`config.mk`:
```
export PLATFORM = sky130hd
export DESIGN_NAME = hostbus_front
export DESIGN_NICKNAME = d
export VERILOG_FILES = /design/src/rtl/hostbus_pkg.sv /design/src/rtl/hostbus_sync.sv /design/src/rtl/hostbus_fmt_latch.sv /design/src/rtl/hostbus_rx.sv /design/src/rtl/hostbus_tx.sv /design/src/rtl/hostbus_front.sv
export SDC_FILE = /design/constraint.sdc
export NUM_CORES = 1
export LEC_CHECK = 0
export BUFFER_PORTS_ARGS = -buffer_cell sky130_fd_sc_hd__buf_2
export CORE_ASPECT_RATIO = 0.9
export CORE_MARGIN = 2
export CORE_UTILIZATION = 45
export DETAILED_ROUTE_END_ITERATION = 10
export PLACE_DENSITY = 0.66
export SYNTH_ARGS = -nofsm -noshare
export SYNTH_HDL_FRONTEND = slang
export SYNTH_SLANG_ARGS = --single-unit
```
`constraint.sdc`:
```
create_clock -name clk -period 2.35 [get_ports clk]
set_clock_uncertainty 0.05 [all_clocks]
set_input_delay 0.5875 -clock clk [delete_from_list [all_inputs] [get_ports clk]]
set_output_delay 0.5875 -clock clk [all_outputs]
set_load 0.005 [all_outputs]
```
`src/rtl/hostbus_pkg.sv`:
```
// Package: shared types for the multi-mode host bus front end.
// Assumes: the format is decoded from two static straps.
package hostbus_pkg;

    typedef enum logic [1:0] {
        BUS_PAR8 = 2'd0,
        BUS_PAR4 = 2'd1,
        BUS_SER  = 2'd2
    } bus_fmt_e;

    // Maps the two strap levels onto a bus format.
    function automatic bus_fmt_e decode_straps(input logic wide, input logic nib);
        if (wide)
            return BUS_PAR8;
        else if (nib)
            return BUS_PAR4;
        else
            return BUS_SER;
    endfunction

endpackage

```
`src/rtl/hostbus_sync.sv`:
```
// Module: hostbus_sync
// A chain of STAGES flops per bit. It brings asynchronous pin levels into the clk domain.
// Assumes: each bit is a slow level; no bus coherency is implied across bits.
module hostbus_sync #(
    parameter int              W       = 1,
    parameter int              STAGES  = 2,
    parameter logic [W-1:0]    RST_VAL = '0
) (
    input  logic         clk,
    input  logic         rst_n,
    input  logic [W-1:0] d,
    output logic [W-1:0] q
);

    logic [W-1:0] stg [STAGES];

    genvar gi;
    generate
        for (gi = 0; gi < STAGES; gi++) begin : g_stage
            if (gi == 0) begin : g_first
                // First stage samples the raw pin level.
                always_ff @(posedge clk) begin
                    if (!rst_n) stg[0] <= RST_VAL;
                    else        stg[0] <= d;
                end
            end else begin : g_next
                // Later stages pass the level down the chain.
                always_ff @(posedge clk) begin
                    if (!rst_n) stg[gi] <= RST_VAL;
                    else        stg[gi] <= stg[gi-1];
                end
            end
        end
    endgenerate

    assign q = stg[STAGES-1];

endmodule

```
`src/rtl/hostbus_fmt_latch.sv`:
```
// Module: hostbus_fmt_latch
// Samples the format straps on the first clock after reset release and holds them afterwards.
// Assumes: the straps are stable around reset release. They are taken straight from the pins.
module hostbus_fmt_latch
    import hostbus_pkg::*;
(
    input  logic     clk,
    input  logic     rst_n,
    input  logic     strap_wide,
    input  logic     strap_nib,
    output bus_fmt_e fmt,
    output logic     locked
);

    // Capture the strap decode once, then freeze it.
    always_ff @(posedge clk) begin
        if (!rst_n) begin
            fmt    <= BUS_PAR8;
            locked <= 1'b0;
        end else if (!locked) begin
            fmt    <= decode_straps(strap_wide, strap_nib);
            locked <= 1'b1;
        end
    end


    fmt_frozen_chk: assert property (@(posedge clk) disable iff (!rst_n)
        locked |=> (locked && $stable(fmt)));

endmodule

```
`src/rtl/hostbus_rx.sv`:
```
// Module: hostbus_rx
// Assembles host write bytes in whichever format is latched. It pulses wr_valid per byte.
// Assumes: edge_rise and din come from synchronizers with equal latency.
module hostbus_rx
    import hostbus_pkg::*;
#(
    parameter int BYTE_W = 8
) (
    input  logic              clk,
    input  logic              rst_n,
    input  logic              locked,
    input  bus_fmt_e          fmt,
    input  logic              win_open,
    input  logic              dir_rd,
    input  logic              edge_rise,
    input  logic [BYTE_W-1:0] din,
    output logic              wr_valid,
    output logic [BYTE_W-1:0] wr_byte
);

    localparam int HALF_W = BYTE_W / 2;
    localparam int CNT_W  = $clog2(BYTE_W);
    localparam logic [CNT_W-1:0] LAST_BIT = CNT_W'(BYTE_W - 1);

    logic              half_seen;
    logic [HALF_W-1:0] upper_q;
    logic [BYTE_W-1:0] shreg;
    logic [CNT_W-1:0]  bit_cnt;

    // Receive state machine: gather nibbles or bits and emit complete bytes.
    always_ff @(posedge clk) begin
        if (!rst_n) begin
            wr_valid  <= 1'b0;
            wr_byte   <= '0;
            half_seen <= 1'b0;
            upper_q   <= '0;
            shreg     <= '0;
            bit_cnt   <= '0;
        end else begin
            wr_valid <= 1'b0;
            if (!win_open) begin
                half_seen <= 1'b0;
                bit_cnt   <= '0;
            end else if (locked && !dir_rd && edge_rise) begin
                case (fmt)
                    BUS_PAR8: begin
                        wr_byte  <= din;
                        wr_valid <= 1'b1;
                    end
                    BUS_PAR4: begin
                        if (!half_seen) begin
                            upper_q   <= din[HALF_W-1:0];
                            half_seen <= 1'b1;
                        end else begin
                            wr_byte   <= {upper_q, din[HALF_W-1:0]};
                            wr_valid  <= 1'b1;
                            half_seen <= 1'b0;
                        end
                    end
                    default: begin
                        shreg <= {shreg[BYTE_W-2:0], din[0]};
                        if (bit_cnt == LAST_BIT) begin
                            wr_byte  <= {shreg[BYTE_W-2:0], din[0]};
                            wr_valid <= 1'b1;
                            bit_cnt  <= '0;
                        end else begin
                            bit_cnt <= bit_cnt + 1'b1;
                        end
                    end
                endcase
            end
        end
    end


    valid_single_chk: assert property (@(posedge clk) disable iff (!rst_n)
        wr_valid |=> !wr_valid);


    valid_in_window_chk: assert property (@(posedge clk) disable iff (!rst_n)
        wr_valid |-> $past(win_open));

endmodule

```
`src/rtl/hostbus_tx.sv`:
```
// Module: hostbus_tx
// Launches read data on falling edges of the shared clock in the latched format, and drives the lane enables.
// Assumes: rd_byte is held steady by the core for the whole strobe window.
module hostbus_tx
    import hostbus_pkg::*;
#(
    parameter int BYTE_W = 8
) (
    input  logic              clk,
    input  logic              rst_n,
    input  logic              locked,
    input  bus_fmt_e          fmt,
    input  logic              win_open,
    input  logic              dir_rd,
    input  logic              edge_fall,
    input  logic [BYTE_W-1:0] rd_byte,
    output logic [BYTE_W-1:0] dq_out,
    output logic [BYTE_W-1:0] dq_oe
);

    localparam int HALF_W = BYTE_W / 2;
    localparam int CNT_W  = $clog2(BYTE_W);
    localparam logic [CNT_W-1:0] LAST_BIT = CNT_W'(BYTE_W - 1);

    logic              tx_half;
    logic [CNT_W-1:0]  tx_cnt;
    logic [BYTE_W-1:0] tx_sh;
    logic [BYTE_W-1:0] lane_mask;

    // Output launch: a byte, a nibble or a bit per falling edge.
    always_ff @(posedge clk) begin
        if (!rst_n) begin
            dq_out  <= '0;
            tx_half <= 1'b0;
            tx_cnt  <= '0;
            tx_sh   <= '0;
        end else if (!win_open) begin
            tx_half <= 1'b0;
            tx_cnt  <= '0;
        end else if (locked && dir_rd && edge_fall) begin
            case (fmt)
                BUS_PAR8: dq_out <= rd_byte;
                BUS_PAR4: begin
                    dq_out  <= {{(BYTE_W-HALF_W){1'b0}},
                                tx_half ? rd_byte[HALF_W-1:0] : rd_byte[BYTE_W-1:HALF_W]};
                    tx_half <= ~tx_half;
                end
                default: begin
                    if (tx_cnt == '0) begin
                        dq_out <= {{(BYTE_W-1){1'b0}}, rd_byte[BYTE_W-1]};
                        tx_sh  <= {rd_byte[BYTE_W-2:0], 1'b0};
                    end else begin
                        dq_out <= {{(BYTE_W-1){1'b0}}, tx_sh[BYTE_W-1]};
                        tx_sh  <= {tx_sh[BYTE_W-2:0], 1'b0};
                    end
                    tx_cnt <= (tx_cnt == LAST_BIT) ? '0 : tx_cnt + 1'b1;
                end
            endcase
        end
    end

    // Lane enables: only the lanes of the active format, only during a read window.
    always_comb begin
        lane_mask = '0;
        case (fmt)
            BUS_PAR8: lane_mask = '1;
            BUS_PAR4: lane_mask[HALF_W-1:0] = '1;
            default:  lane_mask[0] = 1'b1;
        endcase
        dq_oe = (locked && win_open && dir_rd) ? lane_mask : '0;
    end


    out_on_fall_only_chk: assert property (@(posedge clk) disable iff (!rst_n)
        !edge_fall |=> $stable(dq_out));

endmodule

```
`src/rtl/hostbus_front.sv`:
```
// Module: hostbus_front (top)
// Host bus front end. It synchronizes the pins, finds edges of the shared clock pin,
// latches the format, and hands bytes between the pins and the internal write/read ports.
// Assumes: bus_sck high and low phases each last well over SYNC_STAGES+1 clk periods.
module hostbus_front
    import hostbus_pkg::*;
#(
    parameter int BYTE_W      = 8,
    parameter int SYNC_STAGES = 2
) (
    input  logic              clk,
    input  logic              rst_n,
    input  logic              strap_wide,
    input  logic              bus_sck,
    input  logic              bus_cs_n,
    input  logic              bus_rd,
    input  logic [BYTE_W-1:0] bus_din,
    input  logic [BYTE_W-1:0] rd_byte,
    output logic [BYTE_W-1:0] bus_dout,
    output logic [BYTE_W-1:0] bus_oe,
    output logic              wr_valid,
    output logic [BYTE_W-1:0] wr_byte
);

    localparam int CTL_W = 3;

    logic [CTL_W-1:0]  ctl_s;
    logic [BYTE_W-1:0] din_s;
    logic              sck_s, cs_n_s, rd_s;
    logic              sck_prev;
    logic              edge_rise, edge_fall;
    bus_fmt_e          fmt;
    logic              locked;

    hostbus_sync #(.W(CTL_W), .STAGES(SYNC_STAGES), .RST_VAL(3'b010)) u_ctl_sync (
        .clk   (clk),
        .rst_n (rst_n),
        .d     ({bus_sck, bus_cs_n, bus_rd}),
        .q     (ctl_s)
    );

    hostbus_sync #(.W(BYTE_W), .STAGES(SYNC_STAGES), .RST_VAL('0)) u_dat_sync (
        .clk   (clk),
        .rst_n (rst_n),
        .d     (bus_din),
        .q     (din_s)
    );

    assign sck_s  = ctl_s[2];
    assign cs_n_s = ctl_s[1];
    assign rd_s   = ctl_s[0];

    // Previous synchronized clock-pin level, for edge detection.
    always_ff @(posedge clk) begin
        if (!rst_n) sck_prev <= 1'b0;
        else        sck_prev <= sck_s;
    end

    assign edge_rise = sck_s & ~sck_prev;
    assign edge_fall = ~sck_s & sck_prev;

    hostbus_fmt_latch u_fmt (
        .clk        (clk),
        .rst_n      (rst_n),
        .strap_wide (strap_wide),
        .strap_nib  (bus_din[BYTE_W-1]),
        .fmt        (fmt),
        .locked     (locked)
    );

    hostbus_rx #(.BYTE_W(BYTE_W)) u_rx (
        .clk       (clk),
        .rst_n     (rst_n),
        .locked    (locked),
        .fmt       (fmt),
        .win_open  (~cs_n_s),
        .dir_rd    (rd_s),
        .edge_rise (edge_rise),
        .din       (din_s),
        .wr_valid  (wr_valid),
        .wr_byte   (wr_byte)
    );

    hostbus_tx #(.BYTE_W(BYTE_W)) u_tx (
        .clk       (clk),
        .rst_n     (rst_n),
        .locked    (locked),
        .fmt       (fmt),
        .win_open  (~cs_n_s),
        .dir_rd    (rd_s),
        .edge_fall (edge_fall),
        .rd_byte   (rd_byte),
        .dq_out    (bus_dout),
        .dq_oe     (bus_oe)
    );


    no_drive_when_idle_chk: assert property (@(posedge clk) disable iff (!rst_n)
        $past(bus_cs_n, SYNC_STAGES) |-> (bus_oe == '0));

endmodule

```
==> results of run 1 <==
[layout make-up]
cell class,count,area [um2]
multi-input cells,195,1264
flip-flops and latches,69,1381
clock inverters,7,97.59
well taps,72,90.09
inverters,4,15.01
repair buffers,53,282.8
clock buffers,9,123.9
fillers,577,2793
[through the flow]
step | total power, mW | cell area, um2 | hold WS, ns | cells
final | 2.357 | 3254 | 0.3593 | 409
after global routing | 2.450 | 3254 | 0.3654 | 409
after CTS | 2.381 | 3254 | 0.3587 | 409
after detailed placement | 1.320 | 3033 | 0.3455 | 393
after global placement | 1.319 | 3033 | 0.3399 | 393
after floorplan | 1.286 | 2794 | 0.3363 | 293
[registers in the layout, summed over array words and instances (netlist names), 2 cells and up]
signal / cells
u_tx.tx_sh: 7
u_dat_sync.stg: 16
u_fmt.fmt: 2
u_ctl_sync.stg: 6
u_tx.tx_cnt: 3
u_rx.shreg: 7
u_rx.upper_q: 4
u_tx.dq_out: 8
u_rx.bit_cnt: 3
u_rx.wr_byte: 8
[cell families after synthesis]
kind of cell | after synthesis | share of synthesized area
mux | 24 | 0.08598
fa+ha+maj | 5 | 0.02239
simple gates | 115 | 0.2185
buf+inv | 29 | 0.05329
flops | 69 | 0.4944
compound gates | 51 | 0.1254
[cell usage in the layout, fill, tap and decap left out, drive strengths merged, types with 2 or more instances in the layout]
| cell | count |
|---|---|
| and2 | 22 |
| a21oi | 10 |
| or3 | 6 |
| nand3 | 14 |
| clkinv | 2 |
| a21boi | 9 |
| nand2 | 36 |
| nor2 | 8 |
| bufinv | 2 |
| nand2b | 6 |
| o21ai | 21 |
| mux2i | 24 |
| ha | 5 |
| dfxtp | 69 |
| buf | 53 |
| o211a | 9 |
| nor3 | 4 |
| nor2b | 9 |
| clkbuf | 9 |
| inv | 5 |
| nand3b | 4 |
| or3b | 2 |
| nor3b | 2 |
| clkinvlp | 2 |
[routing by layer]
| layer | global-route usage | part of all wire | up-vias |
|---|---|---|---|
| li1 | - | - | 1064 |
| met1 | 0.1915 | 0.46 | 973 |
| met2 | 0.2733 | 0.48 | 33 |
| met3 | 0.06445 | 0.044 | 9 |
| met4 | 0.06094 | 0.017 | 0 |
| met5 | 0 | 0 | - |
[worst min-delay path by stage]
| stage | start | endpoint | slack [ns] | depth (start not counted) |
|---|---|---|---|---|
| 6_report | u_ctl_sync.stg[0][1] | u_ctl_sync.stg[1][1] | 0.36 | 1 |
| 5_1_grt | bus_din[2] | u_dat_sync.stg[0][2] | 0.37 | 2 |
| 4_1_cts | bus_cs_n | u_ctl_sync.stg[0][1] | 0.36 | 2 |
| 3_5_place_dp | u_ctl_sync.stg[0][1] | u_ctl_sync.stg[1][1] | 0.35 | 1 |
| 3_3_place_gp | u_ctl_sync.stg[0][1] | u_ctl_sync.stg[1][1] | 0.34 | 1 |
| 2_1_floorplan | u_ctl_sync.stg[0][1] | u_ctl_sync.stg[1][1] | 0.34 | 1 |
[report_power, final]
group	total [mW]	leakage [nW]	switching [mW]	internal [mW]
Clock	1.06	0.106	0.464	0.600
Sequential	1.20	0.561	0.0121	1.19
Combinational	0.0913	0.786	0.0477	0.0436
Total	2.36	1.45	0.524	1.83
==> results.toml, run 1 <==
[floorplan]
rows = 27
dieArea_um2 = 6856
coreArea_um2 = 6047
start_util = 0.4620
die_h_um = 78.75
chipWidth_um = 87.06
boundaryPins = 47

[synth]
avgSynthCellArea_um2 = 9.536
synth.top_cells.by_count = "69 x dfxtp_1, 36 x nand2_1, 24 x mux2i_1"
synth_edf_count = 0
synthTopCellsByArea = "dfxtp_1 49%, mux2i_1 8.6%, and2_1 4.9%"
yosys.area.top_type_share = 0.4944
synth_seq_cells = 69
syn_area_um2 = 2794
synth_async_sr_flop_share = 0
syn_inst = 293
synth_nets = 320
ys_seq_area_frac = 0.4944
synth.most_common_cell = "dfxtp_1"
yosys_most_used_dff = "dfxtp_1"
synth_warnings = 0
yosys.area.top_type = "dfxtp_1"
synth_cell_types = 28

[setup_path]
critPathMaxStageDelay_ns = 0.45
crit_arrival_ns = 1.39
cp_num_buf_inv = 1
end_kind = "primary output"
setup.worst_path.end = "bus_oe[7]"
cp.required_ns = 1.71
critPathTopFamily = "flip-flops"
reg2reg_to = "u_rx.upper_q[3]"
crit_path_max_fanout = 7
startpoint = "u_fmt.locked"
timing.rr.start = "u_fmt.fmt[0]"
cpMaxStageDelayCell = "dfxtp_1"
r2r_cells = 4
crit_type = "reg2out"
worst-path-stages = 3
cp_cell_sequence = "nand3b_1, nor3_1, buf_2"
r2r_slack_ns = 0.38
start_kind = "flop"

[final_layout]
postLayoutCoreUtil = 0.5382
drive_above_1_share = 0.2107
areaGrowthSynthToFinish_pct = 16.48
antennaDiodeCount = 0
fin_nets = 359

[clock_network]
clk_path_buf_depth = 2
ctsHtreeMaxLevel = 3
cts_tree = "yes"
clock_latency_ns = 0.35
cts_hold_buffers = 0
cts_buffers = 9
cts-resized-gates = 0
cts_root_buf = "clkbuf_8"
clk_pin_slew_worst_paths_ns = 0.07
cts_num_sinks = 69
post_cts_buffers = 0

[sta]
hold_viol = 0
slew_headroom = 0.4367
report.final.slew_viol_count = 0
finalCritPeriodShare = 0.8624
setup_tns_ns = 0
rsz0062_at_grt = "false"
worst_slew_pin_slew_ns = 0.8432
layout_min_cycle_time_ns = 2.027
max_freq_mhz = 493.4
setup_violations = 0
fin_ws_ns = 0.3234

[global_routing]
grt-ovfl-total = 0
grt_use_total = 0.1648
grt_pass1_vias = 1885
antenna_found_initial = 0
grt_max_degree = 30
grt_pass1_wl_um = 8673

[routing]
avgViaCountPerCell = 5.083
vias = 2079
drt_iter0_markers = 33
wirelength_um = 5190
dr.pass1.iters = 4
wl_per_cell_um = 12.69
drc = 0
ant_nets = 0

[power]
p_per_area_nw_per_um2 = 724.2
leakagePower_nw = 1.453
ir_worst_vdd_uv = 538.8

[worst_hold_path]
min_path_type = "reg2reg"

[place]
place.gp.congestion = 0.7281
dp_hpwl_um = 3581
portBuffers = 46
pre_cts_slack_ns = 0.3881

[outcome]
status = "completed"

[run]
drv_cap = 0
Power figures use the tool's default switching activity.
==> run 2: changes to the inputs <==
CORE_MARGIN = unset   (was 2)
==> results.toml, run 2 (same netlist as run 1, synthesis figures left out) <==
[global_routing]
grt_max_degree = 42
grt-ovfl-total = 0
grt_pass1_vias = 1989
grt_use_total = 0.1733
antenna_found_initial = 0
grt_pass1_wl_um = 8942

[sta]
rsz0062_at_grt = "false"
report.final.slew_viol_count = 0
layout_min_cycle_time_ns = 2.026
setup_tns_ns = 0
finalCritPeriodShare = 0.8620
worst_slew_pin_slew_ns = 0.8589
hold_viol = 0
slew_headroom = 0.4262
max_freq_mhz = 493.7
setup_violations = 0

[power]
ir_worst_vdd_uv = 421.1
total_power_mw = 2.348
p_per_area_nw_per_um2 = 721.9
leakagePower_nw = 1.455

[final_layout]
drive_above_1_share = 0.2083
largest_reg_flops = 16
final_cell_mix = "69 x dfxtp_1, 46 x buf_2, 36 x nand2_1, 24 x mux2i_1, 22 x and2_1"
antennaDiodeCount = 0
areaGrowthSynthToFinish_pct = 16.44
layout_commonest_cell = "dfxtp_1"
reg_top3 = "u_dat_sync.stg: 16 flops, u_rx.wr_byte: 8 flops, u_tx.dq_out: 8 flops"
postLayoutCoreUtil = 0.5587
fin_nets = 359
largest-register = "u_dat_sync.stg"

[routing]
drc = 0
wl_per_cell_um = 12.82
ant_nets = 0
wirelength_um = 5203
drt_iter0_markers = 74
vias = 2078
dr.pass1.iters = 4
avgViaCountPerCell = 5.118

[clock_network]
post_cts_buffers = 0
ctsHtreeMaxLevel = 3
cts_buffers = 9
cts_root_buf = "clkbuf_8"
cts_hold_buffers = 0
cts_tree = "yes"
clock_latency_ns = 0.34
clk_pin_slew_worst_paths_ns = 0.07
cts-resized-gates = 0
clk_path_buf_depth = 2
cts_num_sinks = 69

[setup_path]
crit_arrival_ns = 1.39
crit_type = "reg2out"
cp_num_buf_inv = 1
cp.required_ns = 1.71
cpMaxStageDelayCell = "dfxtp_1"
start_kind = "flop"
timing.rr.start = "u_fmt.fmt[0]"
critPathMaxStageDelay_ns = 0.44
end_kind = "primary output"
startpoint = "u_fmt.locked"
critPathTopFamily = "flip-flops"
crit_path_max_fanout = 7
cp_cell_sequence = "nand3b_1, nor3_1, buf_2"

[floorplan]
dieArea_um2 = 6528
rows = 26
chipWidth_um = 85.06
start_util = 0.4798
coreArea_um2 = 5823
die_h_um = 76.75
boundaryPins = 47

[place]
place.gp.congestion = 0.7369
dp_hpwl_um = 3565
portBuffers = 46

[worst_hold_path]
hp-start = "u_ctl_sync.stg[0][1]"
min_path_type = "reg2reg"

[run]
drv_cap = 0

[outcome]
status = "completed"
[run 2: changes by cell type in the layout (fill, tap and decap cells not counted)]
cell and change:
clkinvlp_4 -1, clkbuf_8 +1, clkinv_4 +1, clkinv_2 -1, inv_6 -1
[run 2: routing by layer]
layer	wire length, um	global-route usage	vias to the layer above	part of all wire
met5	0	0	-	0
met4	60	0.05593	0	0.012
met3	271	0.06781	7	0.052
met2	2434	0.2944	40	0.47
met1	2436	0.1988	967	0.47
li1	-	-	1064	-
[run 2: metrics by stage]
stage	setup WS (ns)	hold WS (ns)	cells	cell area (um2)
finish	0.3243	0.3594	406	3253
global route	0.1863	0.3662	406	3253
CTS	0.2901	0.3621	406	3253
detailed placement	0.3805	0.3440	391	3030
global placement	0.4036	0.3419	391	3030
floorplan	0.3756	0.3363	293	2794
[run 2: final cells by class]
cell class | instances | area (um2)
sequential | 69 | 1381
clock inverter | 5 | 85.08
inverter | 4 | 15.01
tap | 70 | 87.58
fill | 558 | 2570
timing repair buffer | 53 | 282.8
clock buffer | 10 | 137.6
multi-input combinational | 195 | 1264
[run 2: final timing paths]
check | to | slack, ns | cells past startpoint
worst min-delay path | u_ctl_sync.stg[1][1] | 0.36 | 1
worst max-delay path | bus_oe[6] | 0.32 | 3
worst min register to register | u_ctl_sync.stg[1][1] | 0.36 | 1
worst max register to register | u_rx.upper_q[3] | 0.38 | 4
[run 2: worst reg2reg max path: stages, from the launching register on]
cell     delay (ns)
dfxtp_1        0.60
nor3b_1        0.45
or3b_1         0.52
nand3_1        0.13
o21ai_0        0.09
[run 2: where the power goes]
| part | switching, mW | internal [mW] | leakage, nW |
|---|---|---|---|
| Clock | 0.432 | 0.624 | 0.109 |
| Combinational | 0.0490 | 0.0431 | 0.786 |
| Sequential | 0.0114 | 1.19 | 0.561 |
